===== src/rtl/csr_alias_pkg.sv =====
`timescale 1ns/1ps
package csr_alias_pkg;
  typedef enum logic [1:0] {
    OP_WRITE = 2'd0,
    OP_SET   = 2'd1,
    OP_CLR   = 2'd2,
    OP_TOG   = 2'd3
  } alias_op_e;

  localparam int unsigned NUM_CH   = 4;
  localparam int unsigned NUM_REGS = 3;
  localparam int unsigned REG_CTRL = 0;
  localparam int unsigned REG_STAT = 1;
  localparam int unsigned REG_CHAN = 2;

  localparam logic [31:0] CTRL_WMASK = 32'hC0E0_000F;
  localparam logic [31:0] CTRL_RST   = 32'hC000_0000;
  localparam logic [31:0] CHAN_WMASK = 32'h0001_0F0F;
  localparam logic [31:0] CHAN_RST   = 32'h0000_0000;

  function automatic logic [31:0] alias_apply(alias_op_e op, logic [31:0] cur, logic [31:0] wd);
    case (op)
      OP_WRITE: return wd;
      OP_SET:   return cur | wd;
      OP_CLR:   return cur & ~wd;
      default:  return cur ^ wd;
    endcase
  endfunction
endpackage


===== src/rtl/csr_alias_decode.sv =====
`timescale 1ns/1ps
module csr_alias_decode
  import csr_alias_pkg::*;
#(
  parameter int unsigned ADDR_W = 12
) (
  input  logic              req_i,
  input  logic              we_i,
  input  logic [ADDR_W-1:0] addr_i,
  output logic [NUM_REGS-1:0] wr_sel_o,
  output alias_op_e         op_o
);
  localparam int unsigned IDX_W = ADDR_W - 4;

  logic [IDX_W-1:0] idx;
  logic             unused_lsb;

  assign idx        = addr_i[ADDR_W-1:4];
  assign op_o       = alias_op_e'(addr_i[3:2]);
  assign unused_lsb = ^addr_i[1:0];

  for (genvar r = 0; r < NUM_REGS; r++) begin : g_sel
    assign wr_sel_o[r] = req_i && we_i && (idx == IDX_W'(r));
  end
endmodule


===== src/rtl/csr_alias_reg.sv =====
`timescale 1ns/1ps
module csr_alias_reg
  import csr_alias_pkg::*;
#(
  parameter logic [31:0] WMASK = 32'hFFFF_FFFF,
  parameter logic [31:0] RST   = 32'h0
) (
  input  logic        clk_i,
  input  logic        rst_ni,
  input  logic        wr_i,
  input  alias_op_e   op_i,
  input  logic [31:0] wdata_i,
  input  logic        hold_i,
  output logic [31:0] q_o
);
  logic [31:0] q;

  always_ff @(posedge clk_i or negedge rst_ni) begin
    if (!rst_ni)     q <= RST & WMASK;
    else if (hold_i) q <= RST & WMASK;
    else if (wr_i)   q <= alias_apply(op_i, q, wdata_i) & WMASK;
  end

  assign q_o = q;
endmodule


===== src/rtl/csr_irq_flags.sv =====
`timescale 1ns/1ps
module csr_irq_flags #(
  parameter int unsigned NCH = 4
) (
  input  logic           clk_i,
  input  logic           rst_ni,
  input  logic           hold_i,
  input  logic [NCH-1:0] pulse_i,
  input  logic           clr_i,
  input  logic [NCH-1:0] clr_mask_i,
  output logic [NCH-1:0] flags_o
);
  for (genvar n = 0; n < NCH; n++) begin : g_flag
    logic f;
    always_ff @(posedge clk_i or negedge rst_ni) begin
      if (!rst_ni)     f <= 1'b0;
      else if (hold_i) f <= 1'b0;
      else             f <= (f && !(clr_i && clr_mask_i[n])) || pulse_i[n]; // set wins
    end
    assign flags_o[n] = f;
  end
endmodule


===== src/rtl/csr_alias_bank.sv =====
`timescale 1ns/1ps
module csr_alias_bank
  import csr_alias_pkg::*;
#(
  parameter int unsigned ADDR_W     = 12,
  parameter bit          HAS_CIPHER = 1'b1,
  parameter bit          HAS_HASH   = 1'b1
) (
  input  logic              clk_i,
  input  logic              rst_ni,
  input  logic              req_i,
  input  logic              we_i,
  input  logic [ADDR_W-1:0] addr_i,
  input  logic [31:0]       wdata_i,
  output logic [31:0]       rdata_o,
  input  logic [3:0]        ch_irq_i,
  input  logic [3:0]        ch_ready_i,
  input  logic [3:0]        ch_active_i,
  input  logic              key_ready_i,
  output logic              soft_rst_o,
  output logic              clk_gate_o,
  output logic [3:0]        ch_irq_en_o,
  output logic              ctx_switch_en_o,
  output logic              ctx_cache_en_o,
  output logic              gather_wr_en_o,
  output logic [3:0]        ch_en_o,
  output logic [3:0]        ch_high_prio_o,
  output logic              ch0_irq_merge_o,
  output logic              irq_o
);
  localparam int unsigned IDX_W = ADDR_W - 4;
  localparam logic [31:0] CAP_BITS = {2'b00, HAS_CIPHER, HAS_HASH, 28'h0};

  logic [NUM_REGS-1:0] wr_sel;
  alias_op_e           op;
  logic [31:0]         ctrl_q, chan_q;
  logic [NUM_CH-1:0]   flags;
  logic [IDX_W-1:0]    rd_idx;

  csr_alias_decode #(.ADDR_W(ADDR_W)) u_dec (
    .req_i    (req_i),
    .we_i     (we_i),
    .addr_i   (addr_i),
    .wr_sel_o (wr_sel),
    .op_o     (op)
  );

  csr_alias_reg #(.WMASK(CTRL_WMASK), .RST(CTRL_RST)) u_ctrl (
    .clk_i   (clk_i),
    .rst_ni  (rst_ni),
    .wr_i    (wr_sel[REG_CTRL]),
    .op_i    (op),
    .wdata_i (wdata_i),
    .hold_i  (1'b0),
    .q_o     (ctrl_q)
  );

  csr_alias_reg #(.WMASK(CHAN_WMASK), .RST(CHAN_RST)) u_chan (
    .clk_i   (clk_i),
    .rst_ni  (rst_ni),
    .wr_i    (wr_sel[REG_CHAN]),
    .op_i    (op),
    .wdata_i (wdata_i),
    .hold_i  (ctrl_q[31]),
    .q_o     (chan_q)
  );

  csr_irq_flags #(.NCH(NUM_CH)) u_flags (
    .clk_i      (clk_i),
    .rst_ni     (rst_ni),
    .hold_i     (ctrl_q[31]),
    .pulse_i    (ch_irq_i),
    .clr_i      (wr_sel[REG_STAT] && op == OP_CLR),
    .clr_mask_i (wdata_i[NUM_CH-1:0]),
    .flags_o    (flags)
  );

  assign rd_idx = addr_i[ADDR_W-1:4];

  always_comb begin
    rdata_o = 32'h0;
    if (rd_idx == IDX_W'(REG_CTRL))
      rdata_o = ctrl_q | CAP_BITS;
    else if (rd_idx == IDX_W'(REG_STAT))
      rdata_o = {3'b000, key_ready_i, ch_active_i, 4'h0, ch_ready_i, 12'h000, flags};
    else if (rd_idx == IDX_W'(REG_CHAN))
      rdata_o = chan_q;
  end

  assign soft_rst_o      = ctrl_q[31];
  assign clk_gate_o      = ctrl_q[30];
  assign gather_wr_en_o  = ctrl_q[23];
  assign ctx_cache_en_o  = ctrl_q[22];
  assign ctx_switch_en_o = ctrl_q[21];
  assign ch_irq_en_o     = ctrl_q[3:0];
  assign ch0_irq_merge_o = chan_q[16];
  assign ch_high_prio_o  = chan_q[11:8];
  assign ch_en_o         = chan_q[3:0];
  assign irq_o           = |(flags & ctrl_q[3:0]);
endmodule


===== config.mk =====
export PLATFORM = sky130hd
export DESIGN_NAME = csr_alias_bank
export DESIGN_NICKNAME = d
export VERILOG_FILES = /design/src/rtl/csr_alias_pkg.sv /design/src/rtl/csr_alias_decode.sv /design/src/rtl/csr_alias_reg.sv /design/src/rtl/csr_irq_flags.sv /design/src/rtl/csr_alias_bank.sv
export SDC_FILE = /design/constraint.sdc
export NUM_CORES = 1
export LEC_CHECK = 0
export ABC_AREA = 1
export CAP_MARGIN = 20
export CORE_UTILIZATION = 43
export CTS_BUF_LIST = sky130_fd_sc_hd__clkbuf_4 sky130_fd_sc_hd__clkbuf_8
export CTS_CLUSTER_DIAMETER = 100
export CTS_CLUSTER_SIZE = 8
export DETAILED_ROUTE_END_ITERATION = 8
export GPL_TIMING_DRIVEN = 0
export PLACE_DENSITY_LB_ADDON = 0.3
export SKIP_CTS_REPAIR_TIMING = 1
export SLEW_MARGIN = 30
export SYNTH_ARGS = -nofsm -noshare
export SYNTH_HDL_FRONTEND = slang
export SYNTH_SLANG_ARGS = --single-unit

===== constraint.sdc =====
create_clock -name clk_i -period 2.4 [get_ports clk_i]
set_input_delay 0.48 -clock clk_i [delete_from_list [all_inputs] [get_ports clk_i]]
set_output_delay 0.48 -clock clk_i [all_outputs]
set_load 0.1 [all_outputs]

# == After elaboration in Yosys (flattened, before gate mapping) ==
# Cells that the tools add are included.
# word_totals
register_bits,45
latchBits,0
rom_bits,0
ram_bits,0
output_inout_bits,51
input_bits,61
n_memories,0
# classes
div,0
n_bitwise,8
n_mul,0
add_sub_neg,0
n_lt_le_gt_ge,0
mux,11
n_reduce_logical,25
n_eq_ne,4
shift,0
# ops
operator,n
$mux W32,5
$pmux W32 S3,1
$pmux W17 S3,1
$and A32 B32 Y32,1
$not A32 Y32,1
$or A32 B32 Y32,1
$xor A32 B32 Y32,1
$and A17 B17 Y17,1
$or A17 B17 Y17,1
$xor A17 B17 Y17,1
$logic_and A1 B1 Y1,13
$eq A8 B1 Y1 const B,1
$eq A8 B2 Y1 const B,1
$logic_not A8 Y1,1
$and A4 B4 Y4,1
$logic_not A1 Y1,4
$logic_or A1 B1 Y1,4
$mux W1,4
$reduce_or A4 Y1,1
$eq A2 B1 Y1 const B,1
$eq A2 B2 Y1 const B,1
$logic_not A2 Y1,1
$reduce_bool A2 Y1,1

# == Depth between registers and ports, before layout ==
# Gate-level depths: netlist of run 1.
# depth
depth_word,8
mapped_depth,8
depth_no_buf,8

# == By module ==
# Synthesis of run 1 repeated with hierarchy kept, for this count alone.
# hier_totals
hier_cells,537
hier_area_um2,3271.9
# modules_own_cells
mod,area_per_inst_um2,seq_area_each_um2,n_inst,cells_each
csr_alias_reg at u_chan,1164.9,225.2,1,168
csr_alias_reg at u_ctrl,1114.8,227.7,1,169
csr_alias_bank,699.4,0.0,1,153
csr_irq_flags,198.9,100.1,1,24
csr_alias_decode,93.8,0.0,1,23

# == Least setup slack after synthesis of run 1 ==
# OpenSTA, ideal clock, no wires.
# synth_timing
path_kind,reg2out
from,register u_chan.q[16] (netlist: u_chan.q_o[16])
to,output port rdata_o[16]
setup_slack_ps,-1305
t_required_ps,1920
arrival_time_ps,3225
stages_incl_launch_ff,3
path_cell_list,dfrtp_1 inv_1 o21ai_0
# synth_via
elab_chain_len,3
# synth_rtl
item,line_no,rtl
from (decl),csr_alias_reg.sv:16,logic [31:0] q;
from (signal assigned),csr_alias_reg.sv:19,if (!rst_ni) q <= RST & WMASK;
from (signal assigned),csr_alias_reg.sv:20,else if (hold_i) q <= RST & WMASK;
from (signal assigned),csr_alias_reg.sv:21,"else if (wr_i) q <= alias_apply(op_i, q, wdata_i) & WMASK;"
$mux W32,csr_alias_bank.sv:86,else if (rd_idx == IDX_W'(REG_CHAN))
$mux W32,csr_alias_bank.sv:84,else if (rd_idx == IDX_W'(REG_STAT))
$mux W32,csr_alias_bank.sv:82,if (rd_idx == IDX_W'(REG_CTRL))
to (decl),csr_alias_bank.sv:15,"output logic [31:0] rdata_o,"
# Every way passes these cells.

# == Final worst setup path of run 1 ==
# layout_timing
from,register u_chan.q[11] (netlist: u_chan.q_o[11])
to,output port ch_high_prio_o[3]
# layout_lines
item,line_no,rtl
to (decl),csr_alias_bank.sv:27,"output logic [3:0] ch_high_prio_o,"
# No word-level cell between the ends.

==> results of run 1 <==
final cells by class:
class                           instances  area share
Clock buffer                            4      0.0152
Buffer                                 18      0.0415
Timing Repair Buffer                   87       0.254
Multi-Input combinational cell        257       0.441
Inverter                               61      0.0689
Sequential cell                        22       0.154
Tap cell                               70      0.0242
sequential cells by signal (all words and copies together), names as in the netlist:
name / cells
u_ctrl.q_o: 9
u_flags.g_flag.f: 4
u_chan.q_o: 9
cell usage after synthesis (3+ instances only):
cell type / n / area [um^2]
a21oi_1: 8 / 40.0
buf_4: 13 / 97.6
dfrtp_1: 20 / 500
ha_1: 36 / 450
inv_1: 60 / 225
nand2_1: 93 / 349
nand3_1: 15 / 75.1
nand4_1: 8 / 50.1
nor2_1: 43 / 161
o211ai_1: 11 / 82.6
o21ai_0: 21 / 105
or2_2: 3 / 18.8
per-layer routing:
layer,global-route usage,vias up
met1,0.287,1202
met4,0.0981,0
met5,0,-
li1,-,1272
met2,0.440,110
met3,0.0371,16
power by group through the flow:
| stage | logic [mW] | registers [mW] | clock network, mW |
|---|---|---|---|
| 2_1_floorplan | 0.209 | 0.458 | 0 |
| 3_3_place_gp | 0.397 | 0.399 | 0 |
| 3_5_place_dp | 0.405 | 0.400 | 0 |
| 4_1_cts | 0.407 | 0.393 | 0.287 |
| 5_1_grt | 0.450 | 0.395 | 0.302 |
| 6_report | 0.418 | 0.393 | 0.286 |
stage by stage:
stage	power, mW	setup WS (ns)	instance area (um^2)
floorplan	0.667	-0.481	2470
global placement	0.797	-1.19	3380
detailed placement	0.805	-1.20	3370
CTS	1.09	-1.20	3430
global route	1.15	-0.00452	3610
finish	1.10	0.0432	3610
path summary, 6_finish.rpt:
check	from	end	slack, ns	cells past startpoint
max	u_chan.q_o[11]	ch_high_prio_o[3]	0.04	1
min	rst_ni	u_ctrl.q_o[21]	0.18	1
max reg2reg	u_ctrl.q_o[31]	u_ctrl.q_o[31]	0.44	8
min reg2reg	u_ctrl.q_o[30]	u_ctrl.q_o[30]	0.51	2
max in group asynchronous	rst_ni	u_chan.q_o[2]	1.82	1
min in group clk_i	u_ctrl.q_o[30]	u_ctrl.q_o[30]	0.51	2
logic make-up (layout without fill, tap and decap cells):
logic type	count (synthesis)	count (layout)	share of synthesized area
AND/OR/NAND/NOR	172	172	0.318
AO/OA/AOI/OAI	40	40	0.0966
flip-flops	22	22	0.234
adder cells (fa/ha/maj)	36	36	0.191
buffers and inverters	79	170	0.158
other	1	9	0.00159
==> impl_results.md, run 1 <==
- Status: complete, no violations
- Cell family with most CP delay: buffers and inverters
- Antenna cells: 0
- Final Util: 0.694
- Area grow syn2layout: 53.3%
- Met1 Wirelength: between 2 and 3 mm
- Async SR Flop Fraction: 1.00
- Final Wtd Congestion: 0.840
- Later-pin clock latency in the skew report: 0.28 ns
- WL met2: roughly 3.7 mm
- Vias in the first global route: ~2,400
- Residual DRC: 0
- Tcrit/Tclk final: 0.982
- TritonCTS clock tree: yes
- Max Clock Skew: 0.00191 ns
- Clock root cell: clkbuf_8
- Wire per inst: ~14 um
- CP Data Required Time: 1.92 ns
- Hold Vio Cnt, Final: 0
- Total gr overflow: 0
- Clk sinks: 22
- DR top layer: met4
- Crit path buf inv count: 1
- Post-synthesis cell count: 350
- First-pass GRT wire length: 11.4 mm
- Worst setup SP type: register
- Starting Density: 0.453
- Synth Flop Type: dfrtp_1
- Slew @ Worst Pin: between 1 and 1.5 ns
- Die width: ~76 um
- Initial antenna violation count: 0
- Total die area: 5790 um^2
- DR iter-0 viols: 142
- Pwr per Cell Area: 303 nW/um^2
- Final HPWL DP: between 5 and 6 mm
- Syn Area/Cell: 6.74 um^2
- Endpoints failing setup: 0
- CP arrival: ~1.9 ns
- CTS Buf Count: 3
- I/O Pins: 112
- Max cap viols: 0
- Detailed-route via count: 2,600
- Final #Nets: approximately 550
- Crit path cell chain: clkdlybuf4s50_1
- FF+latch count, synth: 22
- CP Max Fanout: 4
- Fillers: 435
- Crit Path Class: register to primary output
- Max stage delay cell, worst path: clkdlybuf4s50_1
- Most common cell after layout, fill and taps aside: nand2_1
- Die height: approximately 76 um
- Cell variety after synth: 26
- Sequential area share after synthesis: 0.234
- Synth warn: 0
- CTS max path bufs: 2
- Total GRT Usage: 0.243
- Most frequent cells in the layout: nand2_1, inv_1, clkdlybuf4s50_1
- Vias per inst: approximately 5
- Rows: 26
- I/O Buffers: 82
- Routed Wire Length: roughly 7 mm
- H-tree levels: 1
- Fmax: 0.424 GHz
- Largest net degree at the start of global routing: 23
- Max-slew violations: 0
- Sw Ratio: 0.390
- Area of the multi-input gates: 1600 um^2
- WHS: between 0.15 and 0.2 ns
- Core ar.: 5200 um^2
- Flop pwr share: 0.358
- FF+latch area: 558 um^2
- Post-Syn Area: 2360 um^2
- Leak: 1.94 nW
- Max-slew headroom: 0.327
- Placed cell count: 510
- CP Capture Type: primary output
- Layout cell share with drive strength beyond 1: 0.209
- Maximum vdd drop: 0.000193 V
- Post-synth EDFFs: 0
- NetSw: between 0.4 and 0.5 mW
- Clock network power share: 0.261
- Comb pwr share: 0.381
- Clock slew at reported path FFs: 0.09 ns
- Met3 wire length: 546 um
- Non-Filler Instances: 519
- Pint: 0.669 mW
- Tmin final: approximately 2.4 ns
- CP max stage delay: 1.17 ns
- Drt first pass iters: 4
- Total negative setup slack: 0 ns
- Antenna-violating nets left: 0
- Worst hold path class: primary input to asynchronous set/reset pin
Power figures use the tool's default switching activity.
==> inputs of run 2 (changes only) <==
CAP_MARGIN = not set   (was 20)
==> results of run 2 <==
Final layout, timing and power as in run 1 (identical DEF).
